### config.mk
export PLATFORM = sky130hd
export DESIGN_NAME = rcs_bcd_digit_adder
export DESIGN_NICKNAME = d
export VERILOG_FILES = /design/src/rtl/rcs_pkg.sv /design/src/rtl/rv_copy3.sv /design/src/rtl/rv_swap3.sv /design/src/rtl/rv_univ3.sv /design/src/rtl/rv_ftfa.sv /design/src/rtl/rcs_bit_slice.sv /design/src/rtl/rcs_decimal_fix.sv /design/src/rtl/rcs_bcd_digit_adder.sv
export SDC_FILE = /design/constraint.sdc
export NUM_CORES = 1
export LEC_CHECK = 0
export BUFFER_PORTS_ARGS = -buffer_cell sky130_fd_sc_hd__buf_2
export CELL_PAD_IN_SITES_DETAIL_PLACEMENT = 1
export CELL_PAD_IN_SITES_GLOBAL_PLACEMENT = 2
export CORE_MARGIN = 3
export CORE_UTILIZATION = 29
export DETAILED_ROUTE_END_ITERATION = 12
export PLACE_DENSITY_LB_ADDON = 0.3
export SYNTH_ARGS = -nofsm -noshare
export SYNTH_HDL_FRONTEND = slang
export SYNTH_SLANG_ARGS = --single-unit
### constraint.sdc
create_clock -name clk -period 1.5 [get_ports clk]
set_input_delay 0.225 -clock clk [delete_from_list [all_inputs] [get_ports clk]]
set_output_delay 0.225 -clock clk [all_outputs]
set_load 0.005 [all_outputs]
### src/rtl/rcs_pkg.sv
package rcs_pkg;
  localparam int DIGIT_W    = 4;
  localparam int SLICE_GARB = 9;
  localparam int FIX_GARB   = 3;
  localparam int GARB_W     = DIGIT_W * SLICE_GARB + FIX_GARB;
  localparam int SLICE_GATES = 5;
  localparam int FIX_GATES   = 4;
  localparam int GATE_TOTAL  = DIGIT_W * SLICE_GATES + FIX_GATES;

  // garbage slot positions inside one bit slice
  localparam int SL_B_SPARE  = 0;
  localparam int SL_XOR0     = 1;
  localparam int SL_K0       = 2;
  localparam int SL_A_ECHO   = 3;
  localparam int SL_XOR1     = 4;
  localparam int SL_K1       = 5;
  localparam int SL_SUM_ALT  = 6;
  localparam int SL_CIN_ECHO = 7;
  localparam int SL_CY_ALT   = 8;

  typedef struct packed {
    logic [DIGIT_W-1:0] digit;
    logic               carry;
    logic [GARB_W-1:0]  garb;
  } rcs_result_t;
endpackage

### src/rtl/rv_copy3.sv
module rv_copy3 (
  input  logic in0,
  input  logic in1,
  input  logic in2,
  output logic out0,
  output logic out1,
  output logic out2
);
  assign out0 = in0;
  assign out1 = in0 ^ in1;
  assign out2 = in0 ^ in2;
endmodule

### src/rtl/rv_swap3.sv
module rv_swap3 (
  input  logic ctl,
  input  logic x,
  input  logic y,
  output logic ctl_o,
  output logic out_x,
  output logic out_y
);
  assign ctl_o = ctl;
  assign out_x = ctl ? y : x;
  assign out_y = ctl ? x : y;
endmodule

### src/rtl/rv_univ3.sv
module rv_univ3 (
  input  logic in0,
  input  logic in1,
  input  logic in2,
  output logic out0,
  output logic out1,
  output logic out2
);
  assign out0 = in0;
  assign out1 = (in0 & in1) ^ in2;
  assign out2 = (~in0 & ~in2) ^ ~in1;
endmodule

### src/rtl/rv_ftfa.sv
module rv_ftfa (
  input  logic x,
  input  logic y,
  input  logic ci,
  input  logic k0,
  input  logic k1,
  output logic pass_x,
  output logic mix_xy,
  output logic sum,
  output logic carry,
  output logic pass_ci
);
  assign pass_x  = x;
  assign mix_xy  = x ^ y ^ k0;
  assign sum     = x ^ y ^ ci;
  assign carry   = ((x & y) | (x & ci) | (y & ci)) ^ k1;
  assign pass_ci = ci;
endmodule

### src/rtl/rcs_bit_slice.sv
module rcs_bit_slice
  import rcs_pkg::*;
(
  input  logic                  a,
  input  logic                  b,
  input  logic                  cin,
  output logic                  sum,
  output logic                  cout,
  output logic [SLICE_GARB-1:0] garb
);
  logic b_p, b_q, a_fwd, cin_fwd;
  logic s0, c0, s1, c1;

  // three copies of b: two feed the adders, one is spare
  rv_copy3 u_dup (
    .in0(b), .in1(1'b0), .in2(1'b0),
    .out0(b_p), .out1(b_q), .out2(garb[SL_B_SPARE])
  );

  // speculative adder for carry-in 0; its pass-through of a feeds the other adder
  rv_ftfa u_fa_lo (
    .x(a), .y(b_p), .ci(1'b0), .k0(1'b0), .k1(1'b0),
    .pass_x(a_fwd), .mix_xy(garb[SL_XOR0]), .sum(s0), .carry(c0),
    .pass_ci(garb[SL_K0])
  );

  // speculative adder for carry-in 1
  rv_ftfa u_fa_hi (
    .x(a_fwd), .y(b_q), .ci(1'b1), .k0(1'b0), .k1(1'b0),
    .pass_x(garb[SL_A_ECHO]), .mix_xy(garb[SL_XOR1]), .sum(s1), .carry(c1),
    .pass_ci(garb[SL_K1])
  );

  // real carry selects the sum, then travels on to select the carry
  rv_swap3 u_sel_sum (
    .ctl(cin), .x(s0), .y(s1),
    .ctl_o(cin_fwd), .out_x(sum), .out_y(garb[SL_SUM_ALT])
  );

  rv_swap3 u_sel_cy (
    .ctl(cin_fwd), .x(c0), .y(c1),
    .ctl_o(garb[SL_CIN_ECHO]), .out_x(cout), .out_y(garb[SL_CY_ALT])
  );
endmodule

### src/rtl/rcs_decimal_fix.sv
module rcs_decimal_fix
  import rcs_pkg::*;
(
  input  logic [DIGIT_W-1:0]  bin,
  input  logic                k,
  output logic [DIGIT_W-1:0]  digit,
  output logic                dcarry,
  output logic [FIX_GARB-1:0] garb
);
  logic z2_f, z1_f, any21, z3_f, flag, flag_f, c2;

  // OR of bits 2 and 1, both bits passed on
  rv_univ3 u_or21 (
    .in0(bin[2]), .in1(1'b0), .in2(bin[1]),
    .out0(z2_f), .out1(z1_f), .out2(any21)
  );

  // flag = k | (z3 & (z2|z1)); the two terms never meet for valid digits, so xor serves
  rv_univ3 u_flag (
    .in0(bin[3]), .in1(any21), .in2(k),
    .out0(z3_f), .out1(flag), .out2(garb[0])
  );

  // half adder at bit 1: adds flag, passes flag on
  rv_univ3 u_half (
    .in0(flag), .in1(z1_f), .in2(1'b0),
    .out0(flag_f), .out1(c2), .out2(digit[1])
  );

  // bit 2 sum; carry folded with bit 3 through the k1 line
  rv_ftfa u_upper (
    .x(flag_f), .y(z2_f), .ci(c2), .k0(1'b0), .k1(z3_f),
    .pass_x(dcarry), .mix_xy(garb[1]), .sum(digit[2]), .carry(digit[3]),
    .pass_ci(garb[2])
  );

  assign digit[0] = bin[0];
endmodule

### src/rtl/rcs_bcd_digit_adder.sv
module rcs_bcd_digit_adder
  import rcs_pkg::*;
(
  input  logic               clk,
  input  logic               rst_n,
  input  logic               in_valid,
  output logic               in_ready,
  input  logic [DIGIT_W-1:0] in_a,
  input  logic [DIGIT_W-1:0] in_b,
  input  logic               in_cin,
  output logic               out_valid,
  input  logic               out_ready,
  output logic [DIGIT_W-1:0] out_digit,
  output logic               out_carry,
  output logic [GARB_W-1:0]  out_garbage
);
  logic [DIGIT_W:0]   cy;
  logic [DIGIT_W-1:0] bin;
  logic [DIGIT_W-1:0] dig_c;
  logic               dc_c;
  logic [GARB_W-1:0]  garb_c;
  logic               valid_q;
  logic               take;
  rcs_result_t        res_q;

  assign cy[0] = in_cin;

  generate
    for (genvar i = 0; i < DIGIT_W; i++) begin : g_slice
      rcs_bit_slice u_slice (
        .a(in_a[i]), .b(in_b[i]), .cin(cy[i]),
        .sum(bin[i]), .cout(cy[i+1]),
        .garb(garb_c[i*SLICE_GARB +: SLICE_GARB])
      );
    end
  endgenerate

  rcs_decimal_fix u_fix (
    .bin(bin), .k(cy[DIGIT_W]),
    .digit(dig_c), .dcarry(dc_c),
    .garb(garb_c[GARB_W-1 -: FIX_GARB])
  );

  assign in_ready = !valid_q || out_ready;
  assign take     = in_valid && in_ready;

  always_ff @(posedge clk or negedge rst_n) begin
    if (!rst_n) begin
      valid_q <= 1'b0;
      res_q   <= '0;
    end else begin
      if (take) begin
        valid_q     <= 1'b1;
        res_q.digit <= dig_c;
        res_q.carry <= dc_c;
        res_q.garb  <= garb_c;
      end else if (out_ready) begin
        valid_q <= 1'b0;
      end
    end
  end

  assign out_valid   = valid_q;
  assign out_digit   = res_q.digit;
  assign out_carry   = res_q.carry;
  assign out_garbage = res_q.garb;


  decimal_sum_chk: assert property (@(posedge clk) disable iff (!rst_n)
    (in_valid && in_ready && in_a <= 4'd9 && in_b <= 4'd9) |=>
      (({1'b0, out_digit} + (out_carry ? 5'd10 : 5'd0)) ==
       ({1'b0, $past(in_a)} + {1'b0, $past(in_b)} + {4'b0, $past(in_cin)})));


  digit_range_chk: assert property (@(posedge clk) disable iff (!rst_n)
    out_valid |-> (out_digit <= 4'd9));


  cin_echo_chk: assert property (@(posedge clk) disable iff (!rst_n)
    (in_valid && in_ready) |=> (out_garbage[SL_CIN_ECHO] == $past(in_cin)));


  stall_hold_chk: assert property (@(posedge clk) disable iff (!rst_n)
    (out_valid && !out_ready) |=>
      (out_valid && $stable(out_digit) && $stable(out_carry) && $stable(out_garbage)));


  transfer_chk: assert property (@(posedge clk) disable iff (!rst_n)
    (in_valid && in_ready) |=> out_valid);
endmodule

==> flow_metrics.env <==
export IMPL_fin_cells=387
export IMPL_swShare_pct=31.07
export IMPL_grt_pass1_wl_um=8756
export IMPL_rrSetupSlack_ns=0.18
export IMPL_worstSkewPairLatency_ns=0.30
export IMPL_clockPowerShare_pct=26.3
export IMPL_dr_pass1_iters=4
export IMPL_fmax_ghz=0.4351
export IMPL_rr_endpoint="out_digit[0]"
export IMPL_path_class="in2reg"
export IMPL_p_switching_uw=984.8
export IMPL_grt_usage_pct=15.24
export IMPL_p_int_uw=2185
export IMPL_num_antenna_cells=0
export IMPL_pwr_share_seq_pct=37.1
export IMPL_hold_end="out_valid"
export IMPL_rr_worst_depth=5
export IMPL_drv_slew=0
export IMPL_setup_viol=9
export IMPL_cap_viol_max_count=0
export IMPL_route_met2_wl_um=2957
export IMPL_grt_pass1_vias=1861
export IMPL_fin_worst_skew_ns=0.004438
export IMPL_start_util_pct=30.47
export IMPL_ios=59
export IMPL_synth_area_um2=1847
export IMPL_worstHoldStart="in_valid"
export IMPL_drive_gt1_share_pct=51.60
export IMPL_port_buffers=54
export IMPL_synth_top_area_share_pct=46.07
export IMPL_met3_length_um=272
export IMPL_p_per_area_nw_per_um2=1066
export IMPL_routed_wl_um=5515
export IMPL_layout_commonest_cell="buf_4"
export IMPL_synth_seq_cells=34
export IMPL_dpl_cell_count=361
export IMPL_ys_async_sr_fraction_pct=100.0
export IMPL_critPathCaptureType="flop"
export IMPL_std_cell_rows=28
export IMPL_h_tree_depth=2
export IMPL_synth_area_top_cells="dfrtp_1 46%, nand2_1 11%, ha_1 6.8%"
export IMPL_ys_types=35
export IMPL_syn2layout_area_growth_pct=60.98
export IMPL_finalCritPeriodShare_pct=153.2
export IMPL_violations="setup timing"
export IMPL_yosys_warnings=0
export IMPL_crit_arrival_ns=2.51
export IMPL_wl_met1_um=2208
export IMPL_grt_max_degree=34
export IMPL_design_core_area_um2=6061
export IMPL_synth_cells=203
export IMPL_hpwl_um=3854
export IMPL_nets=334
export IMPL_gr_total_overflow=0
export IMPL_layout_common_cells="53 x buf_4, 52 x buf_2, 49 x nand2_1, 34 x dfrtp_1, 15 x o21ai_0"
export IMPL_fp_dieArea_um2=7362
export IMPL_crit_required_ns=1.71
export IMPL_synth_seq_area_share_pct=46.07
export IMPL_yosysTopAreaCell="dfrtp_1"
export IMPL_outcome="complete, but fails checks"
export IMPL_clockBufferDepth=2
export IMPL_die_y_um=85.80
export IMPL_hold_violations=0
export IMPL_gp_congestion=0.8017
export IMPL_ant_nets=0
export IMPL_reg2reg_from="out_valid"
export IMPL_top_layer="met4"
export IMPL_wl_per_cell_um=14.25
export IMPL_clkTransAtPathRegs_ns=0.07
export IMPL_cts_root_buf="clkbuf_8"
export IMPL_drc=0
export IMPL_startpoint_type="input pin"
export IMPL_leakagePower_uw=0.001475
export IMPL_drtIter0Drc=40
export IMPL_ir_drop_v=0.0004917
export IMPL_antenna_found_initial=0
export IMPL_synth_edf_count=0
export IMPL_hold_depth=2
export IMPL_numCtsBuffers=5
export IMPL_cts_sinks=34
export IMPL_via_count=1772
export IMPL_final_core_util_pct=49.05
export IMPL_die_x_um=85.80
export IMPL_setup_slack_ns=-0.7982
export IMPL_synth_main_ff_cell="dfrtp_1"
export IMPL_grt_setup_unrepaired="yes"
export IMPL_fin_crit_ns=2.298
export IMPL_vias_per_cell=4.579
export IMPL_cts_tree="built"
export IMPL_syn_area_per_cell_um2=9.097
export IMPL_combPwrFrac_pct=36.6
export IMPL_critPathMaxFanout=4
export IMPL_hold_path_class="in2reg"
state kept, by name, indices dropped and copies added (netlist names):
signal and count:
out_carry 1, out_garbage 28, out_digit 4, out_valid 1
worst max-delay path by stage:
stage	startpoint	slack (ns)	end
3_3_place_gp	in_b[0]	-1.08	out_digit[3]
6_report	in_b[0]	-0.80	out_digit[3]
4_1_cts	in_b[0]	-0.70	out_digit[3]
3_5_place_dp	in_b[0]	-1.14	out_digit[3]
5_1_grt	in_b[0]	-0.85	out_digit[3]
2_1_floorplan	in_a[0]	-0.94	out_digit[3]
power groups by stage:
| stage | Sequential (uW) | Clock (uW) | Combinational [uW] |
|---|---|---|---|
| 3_3_place_gp | 1200 | 0 | 855 |
| 2_1_floorplan | 1210 | 0 | 431 |
| 5_1_grt | 1200 | 902 | 1280 |
| 4_1_cts | 1180 | 854 | 1060 |
| 3_5_place_dp | 1200 | 0 | 877 |
| 6_report | 1180 | 833 | 1160 |
cells in the mapped netlist (3+ instances only):
cell / count
nand2_1: 53
nor3_1: 4
nand2b_1: 7
inv_1: 8
a31oi_1: 3
ha_1: 10
clkbuf_1: 6
xnor2_1: 3
o21ai_0: 19
nor2_1: 7
dfrtp_1: 34
o31ai_1: 3
a21oi_1: 4
buf_4: 11
timing repair:
item / in CTS / in global routing
resized for setup: 29 / 20
buffers inserted: 13 / 4
pin swaps: 9 / 15
hold buffers: 1 / 0
hold endpoints to repair: 34 / 0
setup endpoints to repair: 10 / 12
metal layers:
metal | vias up | GRT usage, %
met3 | 6 | 3.074
li1 | 882 | -
met4 | 0 | 5.180
met2 | 39 | 27.68
met1 | 845 | 17.78
met5 | - | 0
worst max-delay path, cell delays in order:
cell      delay, ns
buf_8          0.10
ha_4           0.16
or2_4          0.24
and3_4         0.14
mux4_2         0.50
o311a_4        0.40
nor2_4         0.17
ha_4           0.17
nor2_4         0.04
a21boi_2       0.14
o31ai_2        0.23
cell type report:
class	count	area (um^2)
Multi-Input combinational cell	145	1066
Timing Repair Buffer	117	817.0
Inverter	8	35.03
Tap cell	75	93.84
Fill cell	725	3088
Sequential cell	34	850.8
Clock buffer	8	110.1
cell families (layout without fill, tap and decap cells):
logic type,count (synthesis),after routing,synth area share [%]
flops,34,34,46.07
mux,3,3,3.049
xor+xnor,4,4,1.897
fa+ha+maj,10,10,6.775
compound gates,42,42,14.23
other cells,1,4,0.2031
buf+inv,27,133,8.537
simple gates,82,82,19.24
metrics by stage:
step / power [uW] / setup WS [ns] / hold WS [ns] / setup TNS [ns] / cell area (um^2)
6_report: 3170 / -0.7982 / 0.1597 / -4.402 / 2973
5_1_grt: 3384 / -0.8537 / 0.1447 / -4.788 / 2973
4_1_cts: 3098 / -0.6993 / 0.1601 / -4.072 / 2865
3_5_place_dp: 2078 / -1.137 / 0.02415 / -8.277 / 2517
3_3_place_gp: 2053 / -1.076 / 0.02400 / -7.604 / 2517
2_1_floorplan: 1639 / -0.9447 / -0.07059 / -4.795 / 1918
Power figures use the tool's default switching activity.
